===== config.mk =====
export PLATFORM = sky130hd
export DESIGN_NAME = lws_unit
export DESIGN_NICKNAME = d
export VERILOG_FILES = /design/src/rtl/lws_pkg.sv /design/src/rtl/lws_field_shift.sv /design/src/rtl/lws_zero_pos.sv /design/src/rtl/lws_unit.sv
export SDC_FILE = /design/constraint.sdc
export NUM_CORES = 1
export LEC_CHECK = 0
export BUFFER_PORTS_ARGS = -buffer_cell sky130_fd_sc_hd__buf_2
export CAP_MARGIN = 40
export CORE_ASPECT_RATIO = 1.4
export CORE_MARGIN = 1.5
export CORE_UTILIZATION = 40
export DETAILED_ROUTE_END_ITERATION = 8
export PLACE_DENSITY = 0.67
export RECOVER_POWER = 100
export SYNTH_ARGS = -nofsm -noshare
export SYNTH_HDL_FRONTEND = slang
export SYNTH_SLANG_ARGS = --single-unit

===== constraint.sdc =====
create_clock -name clk -period 1.93 [get_ports clk]
set_input_delay 0.2895 -clock clk [delete_from_list [all_inputs] [get_ports clk]]
set_output_delay 0.2895 -clock clk [all_outputs]
set_load 0.1 [all_outputs]

===== src/rtl/lws_pkg.sv =====
package lws_pkg;

    typedef enum logic [1:0] {
        OP_SWAP = 2'b00,
        OP_SHL  = 2'b01,
        OP_SHR  = 2'b10,
        OP_SAR  = 2'b11
    } shop_e;

    typedef struct packed {
        logic c;
        logic v;
        logic z;
        logic n;
        logic p;
        logic d;
    } flags_t;

endpackage


===== src/rtl/lws_field_shift.sv =====
module lws_field_shift
    import lws_pkg::*;
#(
    parameter int W  = 16,
    parameter int XW = 16
) (
    input  logic [W-1:0]  fld,
    input  logic [XW-1:0] xr,
    input  shop_e         op,
    input  logic          dbl,
    input  logic          closed,
    input  logic          cin,
    input  logic          nst,
    output logic [W-1:0]  res,
    output logic [XW-1:0] xr_n,
    output logic          c_o,
    output logic          v_o,
    output logic          n_o,
    output logic          d_o
);
    localparam int HW = W / 2;

    logic top_b;
    logic nxt_b;
    logic lsb_b;
    logic fill_r;
    logic fill_l;
    logic ins_l;
    logic ins_r;

    always_comb begin
        top_b  = fld[W-1];
        nxt_b  = fld[W-2];
        lsb_b  = fld[0];
        // value entering the top on a right shift (A field when single, XR when double)
        fill_r = closed ? lsb_b : ((op == OP_SAR) ? (nst | cin) : cin);
        // value entering bit 0 on a left shift (A field when single, XR when double)
        fill_l = closed ? top_b : cin;
        ins_l  = dbl ? xr[XW-1] : fill_l;
        ins_r  = dbl ? xr[0] : fill_r;

        res  = fld;
        xr_n = xr;
        c_o  = top_b;
        v_o  = top_b ^ nxt_b;
        n_o  = 1'b0;
        d_o  = 1'b0;

        unique case (op)
            OP_SWAP: begin
                res = {fld[HW-1:0], fld[W-1:HW]};
                n_o = res[W-1];
                d_o = res[0];
            end
            OP_SHL: begin
                res = {fld[W-2:0], ins_l};
                if (dbl) xr_n = {xr[XW-2:0], fill_l};
                n_o = res[W-1];
                d_o = res[0];
            end
            default: begin
                res = {ins_r, fld[W-1:1]};
                if (dbl) xr_n = {fill_r, xr[XW-1:1]};
                c_o = lsb_b;
                v_o = top_b ^ ins_r;
                n_o = dbl ? xr_n[XW-1] : res[W-1];
                d_o = dbl ? lsb_b : res[0];
            end
        endcase
    end

endmodule


===== src/rtl/lws_zero_pos.sv =====
module lws_zero_pos #(
    parameter int W = 16
) (
    input  logic [W-1:0] fld,
    output logic         z_o,
    output logic         p_o
);
    always_comb begin
        z_o = (fld == '0);
        p_o = !z_o && !fld[W-1];
    end

endmodule


===== src/rtl/lws_unit.sv =====
module lws_unit
    import lws_pkg::*;
#(
    parameter int DATA_W = 16
) (
    input  logic              clk,
    input  logic              rst_n,
    input  logic [DATA_W-1:0] a_in,
    input  logic [DATA_W-1:0] xr_in,
    input  logic              cin,
    input  logic              n_stat,
    input  logic [3:0]        spec,
    input  logic              byte_mode,
    output logic [DATA_W-1:0] res_q,
    output logic [DATA_W-1:0] xr_q,
    output logic              flag_c,
    output logic              flag_v,
    output logic              flag_z,
    output logic              flag_n,
    output logic              flag_p,
    output logic              flag_d
);
    localparam int LANE_W = DATA_W / 2;
    localparam int NVAR   = 2;   // index 0: full word, index 1: low lane

    typedef struct packed {
        logic [DATA_W-1:0] res;
        logic [DATA_W-1:0] xr;
        flags_t            fl;
    } stage_t;

    shop_e op_w;
    assign op_w = shop_e'(spec[3:2]);

    logic [DATA_W-1:0] res_g [NVAR];
    logic [DATA_W-1:0] xr_g  [NVAR];
    logic [NVAR-1:0]   c_g, v_g, n_g, d_g, z_g, p_g;

    for (genvar g = 0; g < NVAR; g++) begin : g_var
        localparam int W = (g == 0) ? DATA_W : LANE_W;
        logic [W-1:0] r_w;

        lws_field_shift #(.W(W), .XW(DATA_W)) u_shift (
            .fld    (a_in[W-1:0]),
            .xr     (xr_in),
            .op     (op_w),
            .dbl    (spec[1]),
            .closed (spec[0]),
            .cin    (cin),
            .nst    (n_stat),
            .res    (r_w),
            .xr_n   (xr_g[g]),
            .c_o    (c_g[g]),
            .v_o    (v_g[g]),
            .n_o    (n_g[g]),
            .d_o    (d_g[g])
        );

        lws_zero_pos #(.W(W)) u_zp (
            .fld (r_w),
            .z_o (z_g[g]),
            .p_o (p_g[g])
        );

        assign res_g[g] = DATA_W'(r_w);
    end

    stage_t stage_d;
    stage_t stage_q;
    int     sel;

    always_comb begin
        sel        = byte_mode ? 1 : 0;
        stage_d.res = res_g[sel];
        if (byte_mode) stage_d.res[DATA_W-1:LANE_W] = a_in[DATA_W-1:LANE_W];
        stage_d.xr   = xr_g[sel];
        stage_d.fl.c = c_g[sel];
        stage_d.fl.v = v_g[sel];
        stage_d.fl.z = z_g[sel];
        stage_d.fl.n = n_g[sel];
        stage_d.fl.p = p_g[sel];
        stage_d.fl.d = d_g[sel];
    end

    always_ff @(posedge clk) begin
        if (!rst_n) stage_q <= '0;
        else        stage_q <= stage_d;
    end

    assign res_q  = stage_q.res;
    assign xr_q   = stage_q.xr;
    assign flag_c = stage_q.fl.c;
    assign flag_v = stage_q.fl.v;
    assign flag_z = stage_q.fl.z;
    assign flag_n = stage_q.fl.n;
    assign flag_p = stage_q.fl.p;
    assign flag_d = stage_q.fl.d;

    p_swap_keeps_xr_r2: assert property (@(posedge clk) disable iff (!rst_n)
        ($past(rst_n) && $past(spec[3:2]) == 2'b00) |-> xr_q == $past(xr_in));

    p_right_carry_r4: assert property (@(posedge clk) disable iff (!rst_n)
        ($past(rst_n) && $past(spec[3])) |-> flag_c == $past(a_in[0]));

    p_high_lane_pass_r6: assert property (@(posedge clk) disable iff (!rst_n)
        ($past(rst_n) && $past(byte_mode))
            |-> res_q[DATA_W-1:LANE_W] == $past(a_in[DATA_W-1:LANE_W]));

    p_dbl_left_link_r7: assert property (@(posedge clk) disable iff (!rst_n)
        ($past(rst_n) && $past(spec[3:1]) == 3'b011)
            |-> res_q[0] == $past(xr_in[DATA_W-1]));

    p_zero_not_pos_r10: assert property (@(posedge clk) disable iff (!rst_n)
        flag_z |-> !flag_p);

    p_single_keeps_xr_r11: assert property (@(posedge clk) disable iff (!rst_n)
        ($past(rst_n) && !$past(spec[1])) |-> xr_q == $past(xr_in));

endmodule


### Yosys cells after proc, flatten, opt, wreduce, memory -nomap -nowiden

Cells that the tools add are included.

* word-level logic and storage cells: 78
* output and inout port bits: 38
* bits of input ports: 41
* flip-flop bits (word level): 38

* equal/unequal tests: 2
* mux-type cells: 50
* order comparisons: 2
* reduce and logical (&&, ||, !) cells: 10
* bitwise logic cells: 6

Operators with widths (number)
* $mux W16: 9
* $pmux W16 S2: 3
* $ge A32 B2 Y1 const B: 1
* $mux W1: 32
* $not A1 Y32: 1
* $logic_not A16 Y1: 1
* $pmux W8 S2: 1
* $logic_not A8 Y1: 1
* $mux W8: 1
* $pmux W1 S2: 4
* $logic_not A1 Y1: 4
* $xor A1 B1 Y1: 4
* $eq A2 B1 Y1 const B: 1
* $eq A2 B2 Y1 const B: 1
* $logic_and A1 B1 Y1: 2
* $logic_not A2 Y1: 1
* $lt A1 B2 Y1 const B: 1
* $reduce_or A2 Y1: 1
* $or A1 B1 Y1: 1

### Depth between registers and ports, before layout

Gate-level depths: netlist of run 1.

* depth after elaboration: 11
* depth in mapped cells: 8
* gate-level depth less buffers: 6

### Cells and area by module

Synthesis of run 1 repeated with hierarchy kept, for this count alone.

* cells, all modules: 409
* area, all modules: 3189.3 um^2

By module, submodules not included
* lws_unit: seq. area each 760.7 um^2, instances 1, area an instance 1455.1 um^2, cells each 122
* lws_field_shift (g_var[0].u_shift): seq. area each 0.0 um^2, instances 1, area an instance 923.4 um^2, cells each 152
* lws_field_shift (g_var[1].u_shift): seq. area each 0.0 um^2, instances 1, area an instance 730.7 um^2, cells each 125
* lws_zero_pos (g_var[0].u_zp): seq. area each 0.0 um^2, instances 1, area an instance 42.5 um^2, cells each 6
* lws_zero_pos (g_var[1].u_zp): seq. area each 0.0 um^2, instances 1, area an instance 37.5 um^2, cells each 4

### Worst setup path before layout of run 1

No wires, ideal clock.

* kind: input-to-reg
* start point: in spec[2]
* end point: reg stage_q (netlist bit flag_z)
* buffers on the path: 2
* stages: 8
* library setup time: 0.070 ns
* required time: 1.860 ns
* path slack: 0.153 ns
* arrival: 1.707 ns
* path through: buf_2 buf_2 mux2i_1 nor2_1 a21oi_1 nand4_1 or4_1 a21oi_1

* cells in the longest elaborated chain, start to end: 9
* elaborated cells on any way between the ends: 13
* those cells by class: eq/ne: 2; mux: 8; reduce/logical: 3

Ends and longest elaborated chain
* start: declaration: RTL line lws_unit.sv:12 `input logic [3:0] spec,`
* $eq A2 B2 Y1: RTL line lws_field_shift.sv:36 `fill_r = closed ? lsb_b : ((op == OP_SAR) ? (nst | cin) : cin);`
* $mux W1 (2 in series): RTL line lws_field_shift.sv:36
* $mux W1: RTL line lws_field_shift.sv:40 `ins_r = dbl ? xr[0] : fill_r;`
* $pmux W16 S2 / $pmux W8 S2 (equally long branches): RTL line lws_field_shift.sv:49 `unique case (op)`
* $logic_not A16 Y1 / $logic_not A8 Y1 (equally long branches): RTL line lws_zero_pos.sv:9 `z_o = (fld == '0);`
* $mux W1 (not written as such) * (3 in series): RTL line lws_unit.sv:79 `stage_d.fl.z = z_g[sel];`
* end signal: assignment: RTL line lws_unit.sv:87 `else stage_q <= stage_d;`
* end: declaration: RTL line lws_unit.sv:69 `stage_t stage_q;`

Every way passes the cells marked *; elsewhere a longest branch is shown, timed or not. The select of a mux whose other input is x is not followed.
A chain may end at the register's enable or synchronous reset.

### Worst setup path after layout of run 1

Ends and elaborated chain as after synthesis.

==> impl_metrics.yaml, run 1 <==
status:
  outcome: "finished clean"
synthesis:
  synth-main-ff-cell: "dfxtp_1"
  ys_async_sr_fraction_pct: 0
  netlist_area_um2: 2190
  synth.avg_cell_area_um2: 7.70
  synth_nets: 325
  synthDistinctLibCells: 44
  synthCells: 284
  synth_sequential_area_ratio_pct: 34.8
  number_of_synthesized_flops_with_an_enable_pin: 0
  synth.ff_latch_count: 38
  yosysWarnings: 0
cts:
  cts_inserted_buffers: 5
  clk_pin_slew_ps: 70
  clockRootBuffer: "clkbuf_8"
  cts_resized: 0
  cts_tree: "yes"
  post_cts_hold_buffer_count: 0
  numClockSinks: 38
  post_cts_setup_driven_buffer_insertion_count: 0
  htree_num_levels: 2
  clock_path_buffers: 2
flow_run:
  drv.max_cap_violation_count: 0
detailed_routing:
  detail_route.wl_per_cell_um: 15.3
  final_antenna_net_count: 0
  drt-total-wl_mm: 6.78
  vias_per_cell: 5.59
  drt-initial-drc-count: 135
  detail_route.drc_violations: 0
  via_count: 2472
  firstDrtPassIters: 5
die:
  die-width_um: 65.5
  floorplan.die_area_um2: 5930
  core_region_area_um2: 5240
  rows: 31
  initial_utilization_pct: 41.8
  num_io_pins: 79
  die_height_um: 90.5
pwr:
  power_density_nw_per_um2: 807
  vdd.ir_drop.worst_mv: 0.416
  cellLeakagePower_nw: 1.32
timing:
  finalCriticalPeriod_ps: 1740
  final-hold-violation-count: 0
  report.final.setup_viol: 0
  finalWorstSetupSlack_ps: 190
  worst_slew_pin_slew_ps: 553
  timing.slew.headroom_pct: 63.3
  fmaxAchievable_mhz: 575
  final_max_slew_viols: 0
  unrepaired_setup_endpoints_after_global_routing: "false"
  totalNegativeSetupSlack_ps: 0
  final_min_period_over_clock_period_pct: 90.2
critical_path:
  worstPathRequired_ps: 2150
  critPathLaunchType: "input pin"
  crit_path_max_fanout: 2
  worst_setup_path_endpoint: "flag_z"
  critical_path_data_arrival_time_ps: 1960
  setup.worst_path.class: "input pin to flop"
  startpoint: "spec[2]"
  worst_setup_path_end_kind: "flop"
hold_path:
  holdCritPathClass: "input pin to flop"
cells_and_area:
  layout.nets: 417
  drive_gt1_share_pct: 30.9
  stdcell_count: 442
  antenna-diode-count: 0
  mostFrequentLayoutCell: "a21oi_1"
  area.growth.synth_to_final_pct: 31.2
  commonest_cells_after_routing_fill_and_taps_aside: "a21oi_1, buf_2, dfxtp_1, clkbuf_2, nand2_1"
grt:
  global_route.usage.total_pct: 24.1
  grt_max_degree: 22
  grt_overflow_total: 0
  antenna_found_initial: 0
  grt_pass1_wl_mm: 11.3
  via_count_of_the_first_global_routing_pass: 2399
placed_design:
  detailedPlace.worstSlack_ps: -100
  place_congestion: 0.897
  io_buffer_count: 78
  detailedPlacementHpwl_mm: 5.30
  post-place-cells: 435
-- layer usage --
layer / share of wire (%) / up-vias / GRT usage (%)
li1: - / 1231 / -
met1: 40 / 1144 / 27.8
met2: 52 / 87 / 41.9
met3: 6.0 / 10 / 4.36
met4: 2.2 / 0 / 11.3
met5: 0 / - / 0
-- state kept, by name, indices dropped and copies added, names as in the netlist --
name    flops
flag_p      1
flag_d      1
flag_n      1
flag_v      1
res_q      16
xr_q       16
flag_c      1
flag_z      1
-- Yosys cell counts, types with 2 or more instances --
library cell	number	share of area (%)
nand2_1	32	5.5
o221a_2	2	1.0
mux2i_1	15	6.9
a211oi_1	3	1.0
nand2b_1	6	1.7
dfxtp_1	38	35
a221oi_1	3	1.2
nor2_1	14	2.4
nor3_1	2	0.46
a21boi_0	3	1.0
o21ai_1	3	0.69
a21oi_1	46	11
nor3b_1	2	0.69
o21ai_0	12	2.7
a211o_1	2	0.80
nor4_1	2	0.57
nor2b_1	7	2.0
buf_1	3	0.51
xnor2_1	2	0.80
and2_1	6	1.7
clkbuf_1	17	2.9
o22ai_1	14	4.0
nand3_1	5	1.1
o221ai_1	13	5.2
o211ai_1	2	0.69
buf_2	5	1.1
o31ai_1	2	0.69
inv_1	7	1.2
-- layout make-up --
| class | count | area (um2) |
|---|---|---|
| clock inverter | 1 | 7.51 |
| tap | 66 | 82.6 |
| clock buffer | 6 | 72.6 |
| fill | 544 | 2370 |
| sequential | 38 | 761 |
| multi-input combinational | 212 | 1290 |
| inverter | 9 | 33.8 |
| timing repair buffer | 110 | 619 |
-- how the worst min path moves through the flow --
| stage | startpoint | to | slack [ps] | cells past startpoint |
|---|---|---|---|---|
| after floorplan | a_in[2] | res_q[1] | 430 | 2 |
| after global placement | xr_in[9] | xr_q[9] | 600 | 3 |
| after detailed placement | xr_in[9] | xr_q[9] | 620 | 3 |
| after CTS | xr_in[9] | xr_q[9] | 320 | 3 |
| after global routing | xr_in[3] | xr_q[3] | 350 | 3 |
| final | xr_in[9] | xr_q[9] | 330 | 3 |
-- cell families after synthesis --
logic type | synth area share (%)
AOI/OAI and AO/OA | 33.4
xor gates and xnor gates | 0.801
buffers and inverters | 6.12
DFF | 34.8
muxes | 7.55
and+or+nand+nor | 17.4
-- through the flow --
stage                     cell area (um2)  hold WS [ps]  util (%)  power, mW
final                                2870           327      54.8       2.31
after global routing                 2870           347      54.8       2.44
after CTS                            2880           317      55.0       2.34
after detailed placement             2800           617      53.5       1.82
after global placement               2800           598      53.5       1.81
after floorplan                      2190           426         -       1.58
-- worst max-delay path, stage by stage --
cell	delay [ps]
buf_2	110
mux2_4	290
o32a_1	310
nor4_1	290
nand3_1	130
or4_1	410
a21oi_1	130
-- power by group --
part | leakage (nW) | switching [mW] | internal (mW)
combinational | 0.967 | 0.711 | 0.225
clock | 0.0373 | 0.271 | 0.248
sequential | 0.316 | 0.0146 | 0.845
(Power assumes the default switching activity.)
==> inputs of run 2 (changes only) <==
ABC_AREA = 1   (was default)
PLACE_DENSITY = 0.65   (was 0.67)
==> run 2 against run 1 <==
Compared with the run above:
- via count rose by 8.4%
- maximum frequency rose by 7.3%
- synthesized cell count rose by 27%
- hold slack got worse by 79 ps
- count of clock-buffer cells in the layout did not move
- global-route usage rose by 0.76 points
- worst setup slack improved by 120 ps
- sequential power rose by 0.5%
- total power rose by 16%
- clock power rose by 64%
- combinational power rose by 3.8%
- critical path type unchanged
- critical endpoint is now xr_q[9]
==> impl_metrics.yaml, run 2 <==
grt:
  grt_overflow_total: 0
  via_count_of_the_first_global_routing_pass: 2575
  grt_max_degree: 31
  grt_pass1_wl_mm: 12.1
  antenna_found_initial: 0
  global_route.usage.total_pct: 24.9
hold_path:
  holdCritPathClass: "input pin to flop"
placed_design:
  detailedPlacementHpwl_mm: 5.86
  placed_area_um2: 2850
  io_buffer_count: 78
  detailedPlace.worstSlack_ps: 160
  place_congestion: 0.980
cells_and_area:
  layout.nets: 477
  fillerInstances: 636
  commonest_cells_after_routing_fill_and_taps_aside: "nand2_1, buf_2, dfxtp_1, clkbuf_2, o21ai_0"
  mostFrequentLayoutCell: "nand2_1"
  finalInstanceArea_um2: 2950
  antenna-diode-count: 0
  drive_gt1_share_pct: 28.6
  area.growth.synth_to_final_pct: 21.8
  postLayoutCoreUtil_pct: 50.3
critical_path:
  critical_path_buf_inv_count: 4
  critical_path_data_arrival_time_ps: 1780
  timing.critical_path.slowest_stage_cell: "clkbuf_1"
  worst_setup_path_end_kind: "flop"
  worstPathRequired_ps: 2090
  setup.worst_path.class: "input pin to flop"
  crit_path_max_fanout: 10
  cpPeakStageDelay_ps: 360
  critical_path.cell_chain: "clkbuf_1, buf_4, nand2_8, inv_1, clkbuf_1, nand2_1, a22oi_1, a211oi_1"
  cp_top_family: "buffers and inverters"
  critPathLaunchType: "input pin"
  critical-path-top-cell-by-count: "clkbuf_1"
timing:
  fmaxAchievable_mhz: 616
  unrepaired_setup_endpoints_after_global_routing: "false"
  timing.slew.headroom_pct: 63.9
  totalNegativeSetupSlack_ps: 0
  final_max_slew_viols: 0
  finalWorstSetupSlack_ps: 308
  finalCriticalPeriod_ps: 1620
  final_min_period_over_clock_period_pct: 84.1
  final-hold-violation-count: 0
  worst_slew_pin_slew_ps: 544
  report.final.setup_viol: 0
synthesis:
  number_of_synthesized_flops_with_an_enable_pin: 0
  synth.avg_cell_area_um2: 6.69
  synth-main-ff-cell: "dfxtp_1"
  synth.ff_latch_count: 38
  yosys-top-cells-count: "nand2_1, dfxtp_1, nor2_1, o21ai_0, a21oi_1"
  yosysWarnings: 0
  synth_area_leader_cell: "dfxtp_1"
  netlist_area_um2: 2420
  synthCells: 362
  netlist.area_leader.share_pct: 31.4
  synth_nets: 403
  ys_async_sr_fraction_pct: 0
  yosys.cell_count.top_type: "nand2_1"
  synthDistinctLibCells: 36
  synth_top_cells_by_area: "dfxtp_1, nand2_1, o21ai_0"
  synth_sequential_area_ratio_pct: 31.4
pwr:
  clkPwrFrac_pct: 31.7
  intPower_mw: 1.60
  p_sw_mw: 1.09
  power_density_nw_per_um2: 911
  vdd.ir_drop.worst_mv: 0.457
  cellLeakagePower_nw: 1.50
  power.sequential.fraction_pct: 32.1
  power_switching_share_pct: 40.6
  share_comb_of_total_power_pct: 36.2
die:
  rows: 33
  initial_utilization_pct: 41.3
  die-width_um: 68.8
  num_io_pins: 79
  die_height_um: 95.1
  core_region_area_um2: 5860
  floorplan.die_area_um2: 6540
cts:
  cts_resized: 0
  clk_pin_slew_ps: 90
  htree_num_levels: 2
  post_cts_setup_driven_buffer_insertion_count: 0
  post_cts_hold_buffer_count: 0
  clockRootBuffer: "clkbuf_8"
  cts_inserted_buffers: 5
  cts_tree: "yes"
  numClockSinks: 38
  clock_path_buffers: 2
detailed_routing:
  firstDrtPassIters: 4
  detail_route.drc_violations: 0
  via_count: 2680
  drt-initial-drc-count: 189
  drt-total-wl_mm: 7.68
  vias_per_cell: 5.29
  detail_route.wl_per_cell_um: 15.1
  final_antenna_net_count: 0
flow_run:
  drv.max_cap_violation_count: 0
status:
  outcome: "finished clean"
-- run 2: cell count changes after synthesis, sizes merged, moves of 8 or more --
cell    before  now
nor2        14   39
nand2       32   92
o22ai       14    1
mux2i       15    0
nand3        5   39
o221ai      13    0
inv          8   25
o21ai       15   38
a21oi       46   38
-- run 2: layout make-up --
type,instances,area [um2],area share (%)
inverters,27,104,3.52
repair buffers,89,480,16.3
clock buffers,6,82.6,2.80
flip-flops and latches,38,761,25.8
multi-input cells,275,1370,46.6
well taps,70,87.6,2.97
clock inverters,2,60.1,2.04
-- run 2: worst paths after layout --
path                  start  depth (start not counted)       end  slack [ps]
setup / recovery    spec[2]                          8   xr_q[9]         310
hold / removal    xr_in[13]                          3  xr_q[13]         250
-- run 2: kinds of logic (layout without fill, tap and decap cells) --
family / count (synthesis) / in the layout / share of synthesized area, %
DFF: 38 / 38 / 31.4
and+or+nand+nor: 182 / 182 / 35.9
AOI/OAI and AO/OA: 93 / 93 / 22.2
buffers and inverters: 49 / 124 / 10.4
-- run 2: per-layer routing --
| metal | vias to the layer above | part of all wire (%) | global-route usage, % |
|---|---|---|---|
| li1 | 1347 | - | - |
| met4 | 0 | 4.5 | 13.7 |
| met3 | 21 | 5.2 | 3.31 |
| met1 | 1219 | 39 | 26.6 |
| met5 | - | 0 | 0 |
| met2 | 93 | 52 | 45.3 |
-- run 2: power groups by stage --
stage / clock network, mW / registers, mW / logic (mW)
detailed placement: 0 / 0.879 / 0.979
global route: 0.886 / 0.870 / 1.04
global placement: 0 / 0.878 / 0.982
floorplan: 0 / 1.35 / 0.303
finish: 0.852 / 0.863 / 0.972
CTS: 0.866 / 0.861 / 0.982
-- run 2: through the flow --
step	cells	total power [mW]	hold WS [ps]
floorplan	362	1.65	437
global placement	499	1.86	559
detailed placement	499	1.86	563
CTS	507	2.71	248
global route	507	2.79	266
finish	507	2.69	249
==> inputs of run 3 (changes only) <==
PLACE_DENSITY = 0.68   (was 0.65)
clock period = 1.4 ns   (was 1.93 ns; I/O delays follow)
==> run 3 against run 2 <==
Compared with the run above:
- die area is the same
- critical path depth shrank 7
- final area grew 6.0%
==> impl_metrics.yaml, run 3 (synthesis results as in run 2) <==
grt:
  grt_overflow_total: 0
  global_route.usage.total_pct: 26.4
  grt_pass1_wl_mm: 12.8
  grt_max_degree: 31
  antenna_found_initial: 0
  via_count_of_the_first_global_routing_pass: 2758
critical_path:
  timing.critical_path.slowest_stage_cell: "clkbuf_2"
  cp_top_family: "buffers and inverters"
  critical_path.cell_chain: "clkbuf_2"
  critPathLaunchType: "flop"
  cpPeakStageDelay_ps: 450
  critical_path_data_arrival_time_ps: 1090
  setup.worst_path.class: "flop to output port"
  crit_path_max_fanout: 1
  critical_path_buf_inv_count: 1
  worst_setup_path_end_kind: "output port"
  worstPathRequired_ps: 1190
  startpoint: "res_q[12]"
cells_and_area:
  area.growth.synth_to_final_pct: 29.1
  commonest_cells_after_routing_fill_and_taps_aside: "nand2_1, clkbuf_2, buf_2, dfxtp_1"
  antenna-diode-count: 0
  ff_latch_area_um2: 761
  drive_gt1_share_pct: 33.2
  layout.nets: 507
  postLayoutCoreUtil_pct: 53.3
  mostFrequentLayoutCell: "nand2_1"
  combined_area_of_the_multi_input_logic_cells_um2: 1380
  fillerInstances: 615
cts:
  cts_inserted_buffers: 5
  cts_tree: "yes"
  post_cts_hold_buffer_count: 0
  post_cts_setup_driven_buffer_insertion_count: 0
  cts_resized: 0
  numClockSinks: 38
  clockRootBuffer: "clkbuf_8"
  htree_num_levels: 2
  clock_path_buffers: 2
  clk_pin_slew_ps: 90
placed_design:
  detailedPlacementHpwl_mm: 6.18
  place_congestion: 0.971
  io_buffer_count: 78
die:
  floorplan.die_area_um2: 6540
  rows: 33
  core_region_area_um2: 5860
  initial_utilization_pct: 41.3
  num_io_pins: 79
  die_height_um: 95.1
  die-width_um: 68.8
timing:
  totalNegativeSetupSlack_ps: 0
  report.final.setup_viol: 0
  final-hold-violation-count: 0
  final_max_slew_viols: 0
  finalCriticalPeriod_ps: 1300
  unrepaired_setup_endpoints_after_global_routing: "false"
  fmaxAchievable_mhz: 768
  final_min_period_over_clock_period_pct: 93.0
  worst_slew_pin_slew_ps: 570
  timing.slew.headroom_pct: 62.0
pwr:
  cellLeakagePower_nw: 1.61
  vdd.ir_drop.worst_mv: 0.589
  power_density_nw_per_um2: 1100
hold_path:
  whs_endpoint: "xr_q[5]"
  holdCritPathClass: "input pin to flop"
  hp-start: "xr_in[5]"
  timing.hold.worst_path_depth: 3
status:
  outcome: "finished clean"
detailed_routing:
  via_count: 2848
  firstDrtPassIters: 5
  detail_route.drc_violations: 0
  drt-initial-drc-count: 149
  drt-total-wl_mm: 8.07
  final_antenna_net_count: 0
  vias_per_cell: 5.30
  detail_route.wl_per_cell_um: 15.0
flow_run:
  drv.max_cap_violation_count: 0
-- run 3: changes by cell type in the layout (fill, tap and decap cells not counted), moves of 2 or more --
cell       previous run  this run
nand3_2               4         6
buf_4                 9        30
clkbuf_4              0         6
bufinv_16             2         0
nand3_1              35        33
clkbuf_2             38        40
-- run 3: routing by layer --
metal / part of all wire [%] / global-route usage (%)
met1: 38 / 28.6
met2: 51 / 47.4
met3: 5.7 / 3.42
met4: 5.2 / 15.4
met5: 0 / 0
-- run 3: final cells by class --
cell class	count	area share, %
multi-input cells	275	44.2
repair buffers	119	22.3
clock inverters	2	0.400
flip-flops and latches	38	24.3
clock buffers	6	2.64
inverters	27	3.32
well taps	70	2.80
-- run 3: metrics by stage --
step                total power [mW]  area (um2)  instances  hold WS [ps]  worst slack, ps
floorplan                       2.28        2420        362           357              177
global placement                2.64        3070        529           480             -140
detailed placement              2.65        3070        529           483             -141
CTS                             3.48        3170        537           163              119
global route                    3.61        3130        537           188             57.5
finish                          3.44        3130        537           172             97.5
-- run 3: worst max path at each step --
stage,slack (ps),cells after the start,end
2_1_floorplan,180,10,flag_p
3_3_place_gp,-140,10,flag_p
3_5_place_dp,-140,10,flag_p
4_1_cts,120,1,res_q[12]
5_1_grt,60,11,flag_z
6_report,100,1,res_q[12]
-- run 3: power breakdown --
group	leakage [nW]	internal [mW]	switching [mW]
clock	0.0472	0.397	0.435
sequential	0.317	1.17	0.0219
combinational	1.25	0.334	1.09
